<file path="src/rtl/cal_alarm_pkg.sv">
package cal_alarm_pkg;
  localparam int NUM_FIELDS = 6;
  localparam int FIELD_MAX_W = 7;
  localparam int YEAR_W = 8;

  localparam int ADDR_YEAR = 6;
  localparam int ADDR_YEAR_EN = 7;
  localparam int ADDR_STATUS = 8;
  localparam int ADDR_CTRL = 9;

  // Bit width of each byte-wide alarm field, indexed by its address.
  function automatic int fieldWidth(input int idx);
    case (idx)
      0: return 7;  // second
      1: return 7;  // minute
      2: return 7;  // hour with PM bit
      3: return 3;  // weekday
      4: return 6;  // day
      default: return 5;  // month
    endcase
  endfunction

  typedef struct packed {
    logic [NUM_FIELDS-1:0] loadField;
    logic loadYear;
    logic loadYearEn;
    logic loadCtrl;
    logic clearFlag;
  } strobes_t;
endpackage

</file>
<file path="src/rtl/alarm_match_dp.sv">
module alarm_match_dp
  import cal_alarm_pkg::*;
#(
  parameter int DATA_W = 8
) (
  input  logic                   clk,
  input  logic                   rstN,
  input  strobes_t               stb,
  input  logic [DATA_W-1:0]      wrData,
  input  logic [FIELD_MAX_W-1:0] cntField [NUM_FIELDS],
  input  logic [YEAR_W-1:0]      cntYear,
  output logic                   matchNow
);
  localparam int EN_BIT = DATA_W - 1;

  logic [NUM_FIELDS-1:0] fieldEn;
  logic [NUM_FIELDS-1:0] fieldEq;
  logic [YEAR_W-1:0] yearVal;
  logic yearEn;

  for (genvar i = 0; i < NUM_FIELDS; i++) begin : g_field
    localparam int W = fieldWidth(i);
    logic [W-1:0] val;
    logic en;
    always_ff @(posedge clk or negedge rstN) begin
      if (!rstN) begin
        val <= '0;
        en <= 1'b0;
      end else if (stb.loadField[i]) begin
        val <= wrData[W-1:0];
        en <= wrData[EN_BIT];
      end
    end
    assign fieldEn[i] = en;
    assign fieldEq[i] = (val == cntField[i][W-1:0]);
  end

  always_ff @(posedge clk or negedge rstN) begin
    if (!rstN) begin
      yearVal <= '0;
      yearEn <= 1'b0;
    end else begin
      if (stb.loadYear) yearVal <= wrData[YEAR_W-1:0];
      if (stb.loadYearEn) yearEn <= wrData[EN_BIT];
    end
  end

  logic anyEn;
  logic allHit;
  always_comb begin
    anyEn = yearEn | (|fieldEn);
    allHit = (~yearEn | (yearVal == cntYear)) & (&(~fieldEn | fieldEq));
    matchNow = anyEn & allHit;
  end

  // the decoder never asserts two register loads at once
  a_r2_single_strobe: assert property (@(posedge clk) disable iff (!rstN)
    $onehot0(stb));

  // the year enable follows bit 7 of its write
  a_r3_year_en_load: assert property (@(posedge clk) disable iff (!rstN)
    stb.loadYearEn |=> (yearEn == $past(wrData[EN_BIT])));
endmodule

</file>
<file path="src/rtl/alarm_flag_ctrl.sv">
module alarm_flag_ctrl
  import cal_alarm_pkg::*;
#(
  parameter int ADDR_W = 4
) (
  input  logic              clk,
  input  logic              rstN,
  input  logic              wrEn,
  input  logic [ADDR_W-1:0] wrAddr,
  input  logic              wrBit0,
  input  logic              matchNow,
  output strobes_t          stb,
  output logic              alarmFlag,
  output logic              alarmIrq
);
  logic matchPrev;
  logic irqEn;
  logic setEvt;

  always_comb begin
    stb = '0;
    if (wrEn) begin
      for (int i = 0; i < NUM_FIELDS; i++)
        if (wrAddr == ADDR_W'(i)) stb.loadField[i] = 1'b1;
      stb.loadYear = (wrAddr == ADDR_W'(ADDR_YEAR));
      stb.loadYearEn = (wrAddr == ADDR_W'(ADDR_YEAR_EN));
      stb.loadCtrl = (wrAddr == ADDR_W'(ADDR_CTRL));
      stb.clearFlag = (wrAddr == ADDR_W'(ADDR_STATUS)) && !wrBit0;
    end
  end

  assign setEvt = matchNow & ~matchPrev;

  always_ff @(posedge clk or negedge rstN) begin
    if (!rstN) begin
      matchPrev <= 1'b0;
      alarmFlag <= 1'b0;
      irqEn <= 1'b0;
    end else begin
      matchPrev <= matchNow;
      if (setEvt) alarmFlag <= 1'b1;
      else if (stb.clearFlag) alarmFlag <= 1'b0;
      if (stb.loadCtrl) irqEn <= wrBit0;
    end
  end

  assign alarmIrq = alarmFlag & irqEn;

  // a newly set flag always traces back to a comparator match
  a_r4_set_from_match: assert property (@(posedge clk) disable iff (!rstN)
    $rose(alarmFlag) |-> $past(matchNow));

  // without a clear request the flag is sticky
  a_r7_flag_sticky: assert property (@(posedge clk) disable iff (!rstN)
    (alarmFlag && !stb.clearFlag) |=> alarmFlag);

  // the interrupt never fires without a pending flag
  a_r8_irq_needs_flag: assert property (@(posedge clk) disable iff (!rstN)
    alarmIrq |-> alarmFlag);

  // a match that lasts does not set the flag again
  a_r5_no_refire: assert property (@(posedge clk) disable iff (!rstN)
    (!alarmFlag && matchPrev && matchNow) |=> !alarmFlag);
endmodule

</file>
<file path="src/rtl/cal_alarm_top.sv">
module cal_alarm_top
  import cal_alarm_pkg::*;
#(
  parameter int ADDR_W = 4,
  parameter int DATA_W = 8
) (
  input  logic              clk,
  input  logic              rstN,
  input  logic              wrEn,
  input  logic [ADDR_W-1:0] wrAddr,
  input  logic [DATA_W-1:0] wrData,
  input  logic [6:0]        cntSec,
  input  logic [6:0]        cntMin,
  input  logic [6:0]        cntHour,
  input  logic [2:0]        cntWday,
  input  logic [5:0]        cntDay,
  input  logic [4:0]        cntMonth,
  input  logic [7:0]        cntYear,
  output logic              alarmFlag,
  output logic              alarmIrq
);
  strobes_t stb;
  logic matchNow;
  logic [FIELD_MAX_W-1:0] cntField [NUM_FIELDS];

  assign cntField[0] = cntSec;
  assign cntField[1] = cntMin;
  assign cntField[2] = cntHour;
  assign cntField[3] = {4'b0, cntWday};
  assign cntField[4] = {1'b0, cntDay};
  assign cntField[5] = {2'b0, cntMonth};

  alarm_flag_ctrl #(.ADDR_W(ADDR_W)) ctrl_i (
    .clk(clk), .rstN(rstN), .wrEn(wrEn), .wrAddr(wrAddr), .wrBit0(wrData[0]),
    .matchNow(matchNow), .stb(stb), .alarmFlag(alarmFlag), .alarmIrq(alarmIrq)
  );

  alarm_match_dp #(.DATA_W(DATA_W)) dp_i (
    .clk(clk), .rstN(rstN), .stb(stb), .wrData(wrData),
    .cntField(cntField), .cntYear(cntYear), .matchNow(matchNow)
  );
endmodule

</file>
<file path="config.mk">
export PLATFORM = sky130hd
export DESIGN_NAME = cal_alarm_top
export DESIGN_NICKNAME = d
export VERILOG_FILES = /design/src/rtl/cal_alarm_pkg.sv /design/src/rtl/alarm_match_dp.sv /design/src/rtl/alarm_flag_ctrl.sv /design/src/rtl/cal_alarm_top.sv
export SDC_FILE = /design/constraint.sdc
export NUM_CORES = 1
export LEC_CHECK = 0
export ABC_AREA = 1
export BUFFER_PORTS_ARGS = -buffer_cell sky130_fd_sc_hd__buf_2
export CAP_MARGIN = 20
export CORE_MARGIN = 3
export CORE_UTILIZATION = 49
export DETAILED_ROUTE_END_ITERATION = 8
export HOLD_SLACK_MARGIN = 0.05
export PLACE_DENSITY = 0.87
export SYNTH_ARGS = -nofsm -noshare
export SYNTH_HDL_FRONTEND = slang
export SYNTH_HIERARCHICAL = 1
export SYNTH_SLANG_ARGS = --single-unit
</file>
<file path="constraint.sdc">
create_clock -name clk -period 1.3 [get_ports clk]
set_clock_uncertainty 0.15 [all_clocks]
set_input_delay 0 -clock clk [delete_from_list [all_inputs] [get_ports clk]]
set_output_delay 0 -clock clk [all_outputs]
set_load 0.05 [all_outputs]
</file>
# == Word-level counts from Yosys, hierarchy flattened ==
# Index checks and enable logic that the tools add are counted.
# totals
ff_bits,53
word_cells,58
input_bits,58
# op_classes
n_eq_ne,16
bitwise,10
mux,9
reduce_logical,6
# op_table
op,count
equality test 7 bit,3
equality test 4 x 3 -> 1 bit (second input constant),4
2-to-1 mux 10 bit,1
equality test 4 x 2 -> 1 bit (second input constant),2
equality test 4 bit (second input constant),2
equality test 8 bit,1
2-to-1 mux 1 bit,8
equality test 6 bit,1
NOT 6 bit,1
bitwise OR 6 bit,1
AND reduction 6 bit,1
OR reduction 6 bit,1
equality test 5 bit,1
AND 1 bit,4
equality test 4 x 1 -> 1 bit (second input constant),1
logical NOT 4 bit,1
equality test 3 bit,1
NOT 1 bit,2
bitwise OR 1 bit,2
nonzero test 2 bit,1
logical AND 1 bit,1
logical NOT 1 bit,1

# == Longest topological paths before layout ==
# Gate-level depths: netlist (run 1).
# logic_depth
word_depth,7
mapped_depth,13

# == Cells and area by module ==
# The synthesis (run 1) kept the hierarchy.
# by_module_without_submodules
module,cells_per_inst,area_per_inst_um2,instances
alarm_match_dp,307,2575.0,1
alarm_flag_ctrl,37,221.5,1
cal_alarm_top,1,3.8,1

# == Worst setup path after synthesis (run 1) ==
# No wires, ideal clock.
# synth_timing
kind,reg-to-reg
startpoint,register dp_i.g_field[0].val[0]
endpoint,register ctrl_i.alarmFlag
n_path_buf,0
arrival_ps,1031
period_less_slack_ps,1246
slack_ps,54
path_stages_with_launch,14
cell_sequence,dfrtp_1 inv_1 nand2_1 nand2_1 nand2_1 nor2_1 nand2_1 nand2_1 nand2_1 inv_1 nand2_1 nor2_2 nand2_1 nand2_1
# synth_between
elab_chain_len,7
elab_cells_between_ends,8
# synth_rtl
element,line_no,text
start: declaration,alarm_match_dp.sv:23,logic [W-1:0] val;
start signal: assignment,alarm_match_dp.sv:30,val <= wrData[W-1:0];
equality test 7 bit *,alarm_match_dp.sv:35,assign fieldEq[i] = (val == cntField[i][W-1:0]);
bitwise OR 6 bit *,alarm_match_dp.sv:52,allHit = (~yearEn | (yearVal == cntYear)) & (&(~fieldEn | fieldEq));
AND reduction 6 bit *,alarm_match_dp.sv:52,
AND 1 bit *,alarm_match_dp.sv:52,
AND 1 bit *,alarm_match_dp.sv:53,matchNow = anyEn & allHit;
net matchNow,cal_alarm_top.sv:23,logic matchNow;
AND 1 bit *,alarm_flag_ctrl.sv:32,assign setEvt = matchNow & ~matchPrev;
2-to-1 mux 1 bit / nonzero test 2 bit (equally long branches),--,
end signal: assignment,alarm_flag_ctrl.sv:37,alarmFlag <= 1'b0;
end signal: assignment,alarm_flag_ctrl.sv:41,if (setEvt) alarmFlag <= 1'b1;
end signal: assignment,alarm_flag_ctrl.sv:42,else if (stb.clearFlag) alarmFlag <= 1'b0;
end: declaration,alarm_flag_ctrl.sv:13,"output logic alarmFlag,"
# The timed path passes the listed nets; every way through them passes the cells marked *.
# A chain may end at the register's enable or synchronous reset.

# == Worst setup path after layout (run 1) ==
# Ends and elaborated chain as after synthesis.

==> results.toml, run 1 <==
[die]
initial_utilization = 0.527
core_region_area_um2 = 5300
die_h_um = 81.5
row_count = 26
ios = 60
dieArea_um2 = 6640
die_x_um = 81.5

[detailed_routing]
drtPass1Iterations = 4
wire_per_inst_um = 13.3
wl_mm = 6.95
route.detailed.drc = 0
vias = 2474
detail-route-antenna-nets = 0
drt_iter0_markers = 141
via_per_inst = 4.75

[critical_path]
crit_required_ps = 1400
endpoint_kind = "register"
arrival_ps = 1550
critical_path_cell_count = 13
start_kind = "register"
critPathBufInv = 2
crit_type = "reg2reg"
worst-path-max-fanout = 2
crit_path_max_incr_delay_ps = 400
r2r_cells = 13
crit_top_cell = "nand2_1"
slowest_stage = "dfrtp_1"
r2r_end = "ctrl_i/alarmFlag$_DFFE_PN0P_"
r2r_start = "dp_i/g_field[0].val[0]$_DFFE_PN0P_"
rrSetupSlack_ps = -140
cp_top_family = "simple AND/OR/NAND/NOR gates"
crit_chain = "inv_2 -> nand2_1 -> nand2_1 -> nand2_1 -> nor2_1 -> nand2_1 -> nand2_1 -> nand2_1 -> inv_1 -> nand2_1 -> nor2_2 -> nand2_1 -> nand2_1"

[final_layout]
stdcell_area_um2 = 3680
area_delta_synth_final_pct = 31.8
fin_util = 0.694
fin_cells = 521
drive_gt1_frac = 0.282
layout_common_cells = "nand2_1, buf_2, dfrtp_1"
mostFrequentLayoutCell = "nand2_1"
final_net_count = 509
antenna-diode-count = 0

[hold_path]
min_path_cells = 8
whs_endpoint = "ctrl_i/matchPrev$_DFF_PN0_"
hold_path_startpoint = "cntYear[3]"
hold_class = "in2reg"

[timing]
drv_slew = 0
hold_viol = 0
whs_ps = 52.0
tns_ps = -185
tightestPinTransition_ps = 282
finalSetupViolCount = 2
rsz0062_at_grt = "yes"
clock.fmax_mhz = 693
setup_ws_ps = -143
min_period_ps = 1440
slew_headroom = 0.812
fin_crit_sh = 1.11

[clocking]
cts_tree = "built"
clock_tree.root_cell = "clkbuf_8"
clock_path_buffers = 2
clk-insertion-delay-late_ps = 310
clk_pin_slew_ps = 90
htree_num_levels = 2
cts_buffers = 5
cts_sinks = 53

[pwr]
vdd_drop_max_v = 0.000734
seq_power_share = 0.490
p_comb_frac = 0.308
swShare = 0.312
p_clk_frac = 0.201
power_density_nw_per_um2 = 1260
power_switching_mw = 1.45
p_int_mw = 3.19
leakage_nw = 1.92

[synthesis]
yosysWarnings = 6
syn_avg_cell_area_um2 = 8.14
syn-cell-area_um2 = 2790
syn-num-nets = 401
syn_inst = 343

[status]
violations = "negative setup slack"
status = "finished with violations"

[global_route]
grt.total_usage = 0.226
grt_pass1_wl_mm = 11.3
first_global_vias = 2530
grt_max_degree = 54
grt_antenna_before_repair = 0
grt-ovfl-total = 0

[placed_design]
dp_cells = 489
placed_cell_area_um2 = 3340
routabilityCongestion = 0.817
numPortBuffers = 59
dpl.hpwl_mm = 4.85

[job]
cap_violations = 0
==> sequential cells by signal (all words and copies together) (netlist names) <==
name,flops
ctrl_i/matchPrev,1
dp_i/g_field.val,35
dp_i/yearVal,8
ctrl_i/irqEn,1
dp_i/yearEn,1
dp_i/g_field.en,6
ctrl_i/alarmFlag,1
==> power by group through the flow <==
| stage | Sequential (mW) | Combinational [mW] | Clock [mW] |
|---|---|---|---|
| after floorplan | 2.29 | 0.793 | 0 |
| after global routing | 2.33 | 1.60 | 1.03 |
| after detailed placement | 2.30 | 1.34 | 0 |
| after CTS | 2.27 | 1.41 | 0.958 |
| final | 2.27 | 1.43 | 0.935 |
| after global placement | 2.27 | 1.27 | 0 |
==> through the flow <==
step	setup WS, ps	power, mW
6_report	-143	4.64
5_1_grt	-265	4.95
4_1_cts	-144	4.64
3_5_place_dp	-138	3.64
3_3_place_gp	-76.8	3.54
2_1_floorplan	54.1	3.08
==> routing by layer <==
layer	vias to the layer above	GRT usage	wire length, um
met2	72	0.389	3510
li1	1252	-	-
met3	13	0.0450	442
met1	1137	0.281	2890
met4	0	0.0811	109
met5	-	0	0
==> worst max path at each step <==
stage                                        from                      endpoint  slack [ps]
6_report       dp_i/g_field[0].val[0]$_DFFE_PN0P_  ctrl_i/alarmFlag$_DFFE_PN0P_        -140
5_1_grt        dp_i/g_field[0].val[0]$_DFFE_PN0P_  ctrl_i/alarmFlag$_DFFE_PN0P_        -270
4_1_cts        dp_i/g_field[0].val[2]$_DFFE_PN0P_  ctrl_i/alarmFlag$_DFFE_PN0P_        -140
3_5_place_dp   dp_i/g_field[0].val[0]$_DFFE_PN0P_  ctrl_i/alarmFlag$_DFFE_PN0P_        -140
3_3_place_gp   dp_i/g_field[0].val[3]$_DFFE_PN0P_  ctrl_i/alarmFlag$_DFFE_PN0P_         -80
2_1_floorplan  dp_i/g_field[0].val[0]$_DFFE_PN0P_  ctrl_i/alarmFlag$_DFFE_PN0P_          50
==> final cells by class <==
type | count | area [um^2]
clock buffer | 7 | 86.3
fill | 405 | 1620
inverter | 54 | 203
multi-input combinational | 229 | 1240
sequential | 53 | 1330
tap | 70 | 87.6
timing repair buffer | 108 | 736
==> worst register-to-register path, cell delays in order (launching register included) <==
cell and delay [ps]:
dfrtp_1 400, inv_2 60, nand2_1 50, nand2_1 70
nand2_1 50, nor2_1 100, nand2_1 60, nand2_1 60
nand2_1 60, inv_1 60, nand2_1 70, nor2_2 90
nand2_1 60, nand2_1 50
==> what timing repair did <==
action	CTS	global route
pin swaps	0	7
hold endpoints to repair	106	2
buffers inserted	1	2
cloned	0	1
resized for setup	1	6
hold buffers	19	3
endpoints found under the setup margin	2	15
(Power assumes the default switching activity.)
==> run 2, diff against run 1 <==
- CORE_UTILIZATION: 49 -> 54
- MAX_ROUTING_LAYER: default -> met4
- PLACE_DENSITY: 0.87 -> 0.9
- clock period: 1.3 -> 1.5 ns (I/O delays scaled with it)
==> run 2 against run 1 <==
Effect of this change:
- sequential power shrank 13%
- combinational power is 24% lower
- worst setup slack improved by 150 ps
- clock-buffer cell count unchanged
- clock power is 12% lower
- hold slack lost 0.95 ps
- die area shrank 8.6%
- sequential share of layout area up 1.4 points
- the run now ends clean
- largest cell class unchanged
==> results.toml, run 2 (synthesis results as in run 1) <==
[timing]
hold_viol = 0
rsz0062_at_grt = "yes"
tns_ps = 0
finalSetupViolCount = 0
drv_slew = 0
min_period_ps = 1490
slew_headroom = 0.806
clock.fmax_mhz = 672
setup_ws_ps = 11.6
tightestPinTransition_ps = 290
fin_crit_sh = 0.992

[die]
dieArea_um2 = 6070
die_x_um = 77.9
die_h_um = 77.9
initial_utilization = 0.576
core_region_area_um2 = 4850
ios = 60
row_count = 25

[global_route]
grt_antenna_before_repair = 0
grt-ovfl-total = 0
first_global_vias = 2514
grt.total_usage = 0.246
grt_pass1_wl_mm = 11.5
grt_max_degree = 54

[critical_path]
crit_path_max_incr_delay_ps = 520
rrSetupSlack_ps = 60
worst-path-max-fanout = 8
cp_top_family = "buffers and inverters"
r2r_end = "ctrl_i/alarmFlag$_DFFE_PN0P_"
crit_type = "in2reg"
start_kind = "primary input"
crit_chain = "dlygate4sd3_1 -> buf_2 -> nand3_2 -> nor2_1 -> buf_4 -> mux2_2"
critical_path_cell_count = 6
r2r_start = "dp_i/g_field[5].val[4]$_DFFE_PN0P_"
crit_path_start = "wrEn"
r2r_cells = 8
slowest_stage = "dlygate4sd3_1"
endpoint_kind = "register"
critPathBufInv = 3
arrival_ps = 1530
cp-endpoint = "dp_i/yearVal[6]$_DFFE_PN0P_"
crit_required_ps = 1540

[final_layout]
multi_input_area_um2 = 1250
mostFrequentLayoutCell = "nand2_1"
antenna-diode-count = 0
largest_reg_flops = 35
final_net_count = 490
reg_top3 = "dp_i/g_field.val: 35 flops, dp_i/yearVal: 8 flops, dp_i/g_field.en: 6 flops"
top_register = "dp_i/g_field.val"
layout_common_cells = "nand2_1, buf_2, inv_1"
stdcell_area_um2 = 3540
area_delta_synth_final_pct = 26.9
drive_gt1_frac = 0.248
fillCellCount = 342
regArea_um2 = 1330

[clocking]
clock_tree.root_cell = "clkbuf_8"
clock_path_buffers = 2
cts_sinks = 53
clk-insertion-delay-late_ps = 310
clk_pin_slew_ps = 90
postCtsSetupRepairBufs = 0
cts_buffers = 5
cts_tree = "built"
htree_num_levels = 2

[detailed_routing]
wl_mm = 6.74
drtPass1Iterations = 4
drt_iter0_markers = 138
route.detailed.drc = 0
vias = 2431
detail-route-antenna-nets = 0
via_per_inst = 4.87
wire_per_inst_um = 13.5

[pwr]
leakage_nw = 1.85
vdd_drop_max_v = 0.000631
power_density_nw_per_um2 = 1100

[placed_design]
dpl.hpwl_mm = 4.58
numPortBuffers = 59
placed_cell_area_um2 = 3220
routabilityCongestion = 0.811
dpl_worst_slack_ps = 108

[job]
cap_violations = 0

[hold_path]
hold_class = "in2async"

[status]
status = "completed"
-- run 2: cell count changes in the layout (fill, tap and decap cells not counted), moves of 2 or more --
cell	delta
buf_4	-18
inv_1	+3
inv_2	-3
nand3_1	-2
nand3_2	+2
-- run 2: how the worst min path moves through the flow --
stage,from,to,slack [ps],cells after the start
after global placement,rstN,ctrl_i/irqEn$_DFFE_PN0P_,-140,2
after detailed placement,rstN,dp_i/g_field[5].val[0]$_DFFE_PN0P_,-130,2
after global routing,rstN,dp_i/g_field[5].val[0]$_DFFE_PN0P_,90,3
final,rstN,dp_i/g_field[5].val[0]$_DFFE_PN0P_,50,3
after floorplan,rstN,ctrl_i/alarmFlag$_DFFE_PN0P_,-450,0
after CTS,wrAddr[0],dp_i/g_field[4].val[3]$_DFFE_PN0P_,50,5
-- run 2: final cells by class --
class	count	area share
sequential	53	0.374
clock buffer	7	0.0244
tap	67	0.0236
timing repair buffer	89	0.167
multi-input combinational	229	0.354
inverter	54	0.0572
-- run 2: what timing repair did --
item,4_1_cts,5_1_grt
hold buffers,20,1
endpoints found under the setup margin,0,11
gates resized for setup,0,7
endpoints found under the hold margin,106,1
-- run 2: per-stage QoR --
| stage | std cells | hold WS, ps | total power [mW] | utilization |
|---|---|---|---|---|
| 5_1_grt | 499 | 89.1 | 4.14 | 0.731 |
| 3_3_place_gp | 471 | -136 | 2.93 | 0.664 |
| 3_5_place_dp | 471 | -132 | 3.01 | 0.664 |
| 2_1_floorplan | 343 | -446 | 2.67 | - |
| 6_report | 499 | 51.1 | 3.88 | 0.731 |
| 4_1_cts | 498 | 51.1 | 3.87 | 0.723 |
-- run 2: report_power, final --
| group | internal [mW] | switching [mW] | leakage (nW) |
|---|---|---|---|
| clock | 0.368 | 0.459 | 0.0443 |
| sequential | 1.76 | 0.217 | 0.644 |
| combinational | 0.511 | 0.564 | 1.16 |
-- run 2: tightest hold or removal path: cells and delay by family --
family | cells | cell delay [ps]
buffers and inverters | 3 | 900
-- run 2: per-layer routing --
metal / global-route usage / vias up / wire length [um]
met5: - / - / 0
met4: 0.0752 / 0 / 133
met3: 0.0452 / 18 / 407
li1: - / 1217 / -
met1: 0.308 / 1123 / 2790
met2: 0.407 / 73 / 3410
==> run 3, diff against run 2 <==
- CELL_PAD_IN_SITES_DETAIL_PLACEMENT: default -> 1
- CELL_PAD_IN_SITES_GLOBAL_PLACEMENT: default -> 1
- CORE_UTILIZATION: 54 -> 40
- PLACE_DENSITY: 0.9 -> 0.91
- TNS_END_PERCENT: default -> 20
==> run 3 against run 2 <==
Effect of this change:
- the flow now finishes with violations (negative setup slack)
- wire length up 25%
- via count up 5.1%
- fmax down 5.6%
==> results.toml, run 3 (synthesis results as in run 1) <==
[clocking]
clk_pin_slew_ps = 90
cts_tree = "built"
cts_buffers = 5
clock_tree.root_cell = "clkbuf_8"
clk-insertion-delay-late_ps = 320
cts_sinks = 53
clock_path_buffers = 2
htree_num_levels = 2

[final_layout]
stdcell_area_um2 = 3620
regArea_um2 = 1330
drive_gt1_frac = 0.253
mostFrequentLayoutCell = "nand2_1"
top_register = "dp_i/g_field.val"
reg_top3 = "dp_i/g_field.val: 35 flops, dp_i/yearVal: 8 flops, dp_i/g_field.en: 6 flops"
multi_input_area_um2 = 1270
fin_util = 0.551
area_delta_synth_final_pct = 29.5
antenna-diode-count = 0
final_net_count = 492
fillCellCount = 841
largest_reg_flops = 35
layout_common_cells = "nand2_1, buf_2, inv_1, dfrtp_1, o21ai_0"

[detailed_routing]
route.detailed.drc = 0
wl_mm = 8.45
drtPass1Iterations = 4
via_per_inst = 4.84
drt_iter0_markers = 74
vias = 2556
detail-route-antenna-nets = 0
wire_per_inst_um = 16.0

[critical_path]
arrival_ps = 1680
crit_path_max_incr_delay_ps = 410
start_kind = "register"
crit_path_start = "dp_i/yearVal[1]$_DFFE_PN0P_"
rrSetupSlack_ps = -80
endpoint_kind = "register"
worst-path-max-fanout = 2
crit_chain = "xnor2_1 -> nand2_1 -> nor2_1 -> nand2_1 -> nand2_1 -> nand3_1 -> nor2_4 -> nand2_1 -> nand2_1"
r2r_start = "dp_i/yearVal[1]$_DFFE_PN0P_"
crit_type = "reg2reg"
cp_top_family = "simple AND/OR/NAND/NOR gates"
critPathBufInv = 0
cp-endpoint = "ctrl_i/alarmFlag$_DFFE_PN0P_"
crit_top_cell = "nand2_1"
crit_required_ps = 1600
critical_path_cell_count = 9
r2r_cells = 9
r2r_end = "ctrl_i/alarmFlag$_DFFE_PN0P_"
slowest_stage = "dfrtp_1"

[pwr]
power_density_nw_per_um2 = 1090
power_mw = 3.96
leakage_nw = 1.86
vdd_drop_max_v = 0.000679

[global_route]
met3_usage = 0.0396
first_global_vias = 2809
grt.total_usage = 0.232
grt_pass1_wl_mm = 13.4
grt_antenna_before_repair = 0
grt.busiest_layer = "met2"
grt_max_degree = 54
grt.met2_usage = 0.401
use_met1 = 0.274
grt-ovfl-total = 0

[placed_design]
placed_cell_area_um2 = 3240
numPortBuffers = 59
dpl.hpwl_mm = 5.81
routabilityCongestion = 0.824

[die]
initial_utilization = 0.425
core_region_area_um2 = 6570
row_count = 29
die_h_um = 89.6
die_x_um = 89.6
ios = 60
dieArea_um2 = 8020

[timing]
fin_crit_sh = 1.05
setup_ws_ps = -77.0
slew_headroom = 0.692
clock.fmax_mhz = 634
min_period_ps = 1580
rsz0062_at_grt = "yes"
hold_viol = 0
tns_ps = -188
finalSetupViolCount = 7
whs_ps = 65.1
tightestPinTransition_ps = 460
drv_slew = 0

[status]
status = "finished with violations"
violations = "negative setup slack"

[hold_path]
hold_class = "in2reg"

[job]
cap_violations = 0
==> run 3: cell types whose count changed in the layout (fill, tap and decap cells not counted), sizes merged <==
cell | previous run | this run
buf | 68 | 66
dlygate4sd3 | 20 | 24
dlymetal6s4s | 1 | 0
clkinv | 0 | 2
==> run 3: final cells by class <==
cell class,count,share of cell area
multi-input combinational,229,0.352
clock buffer,6,0.0201
inverter,54,0.0560
sequential,53,0.367
timing repair buffer,91,0.170
clock inverter,2,0.00277
tap,93,0.0322
==> run 3: worst min path at each step <==
stage	startpoint	end	slack [ps]	cells after the start
6_report	wrAddr[3]	dp_i/yearEn$_DFFE_PN0P_	70	6
5_1_grt	wrAddr[3]	dp_i/yearEn$_DFFE_PN0P_	80	6
4_1_cts	wrAddr[0]	dp_i/g_field[4].val[3]$_DFFE_PN0P_	50	5
3_5_place_dp	rstN	dp_i/g_field[5].val[2]$_DFFE_PN0P_	-130	2
3_3_place_gp	rstN	dp_i/g_field[5].val[0]$_DFFE_PN0P_	-140	2
2_1_floorplan	rstN	ctrl_i/alarmFlag$_DFFE_PN0P_	-450	0
==> run 3: metrics by stage <==
step	setup slack, ps	cells
floorplan	254	343
detailed placement	13.0	495
finish	-77.0	528
CTS	1.76	528
global placement	95.5	495
global route	-193	528
==> run 3: what timing repair did <==
action / 4_1_cts / 5_1_grt
hold endpoints to repair: 106 / 0
hold buffers: 24 / 0
endpoints found under the setup margin: 1 / 31
buffers inserted: 1 / 0
gates resized for setup: 3 / 8
pin swaps: 2 / 1
==> run 3: worst min-delay path, cell delays in order <==
cell and delay [ps]:
buf_2 90, inv_1 90, nand3_4 100, nor2_1 60
nand2_1 70, o21ai_0 70
==> run 3: routing by layer <==
metal / vias up / share of wire
li1: 1221 / -
met1: 1245 / 0.41
met2: 77 / 0.52
met3: 13 / 0.050
met4: 0 / 0.018
met5: - / 0
==> run 3: power by group <==
part / internal, mW / total (mW) / switching [mW]
clock: 0.325 / 0.810 / 0.485
combinational: 0.528 / 1.16 / 0.629
sequential: 1.76 / 1.99 / 0.224
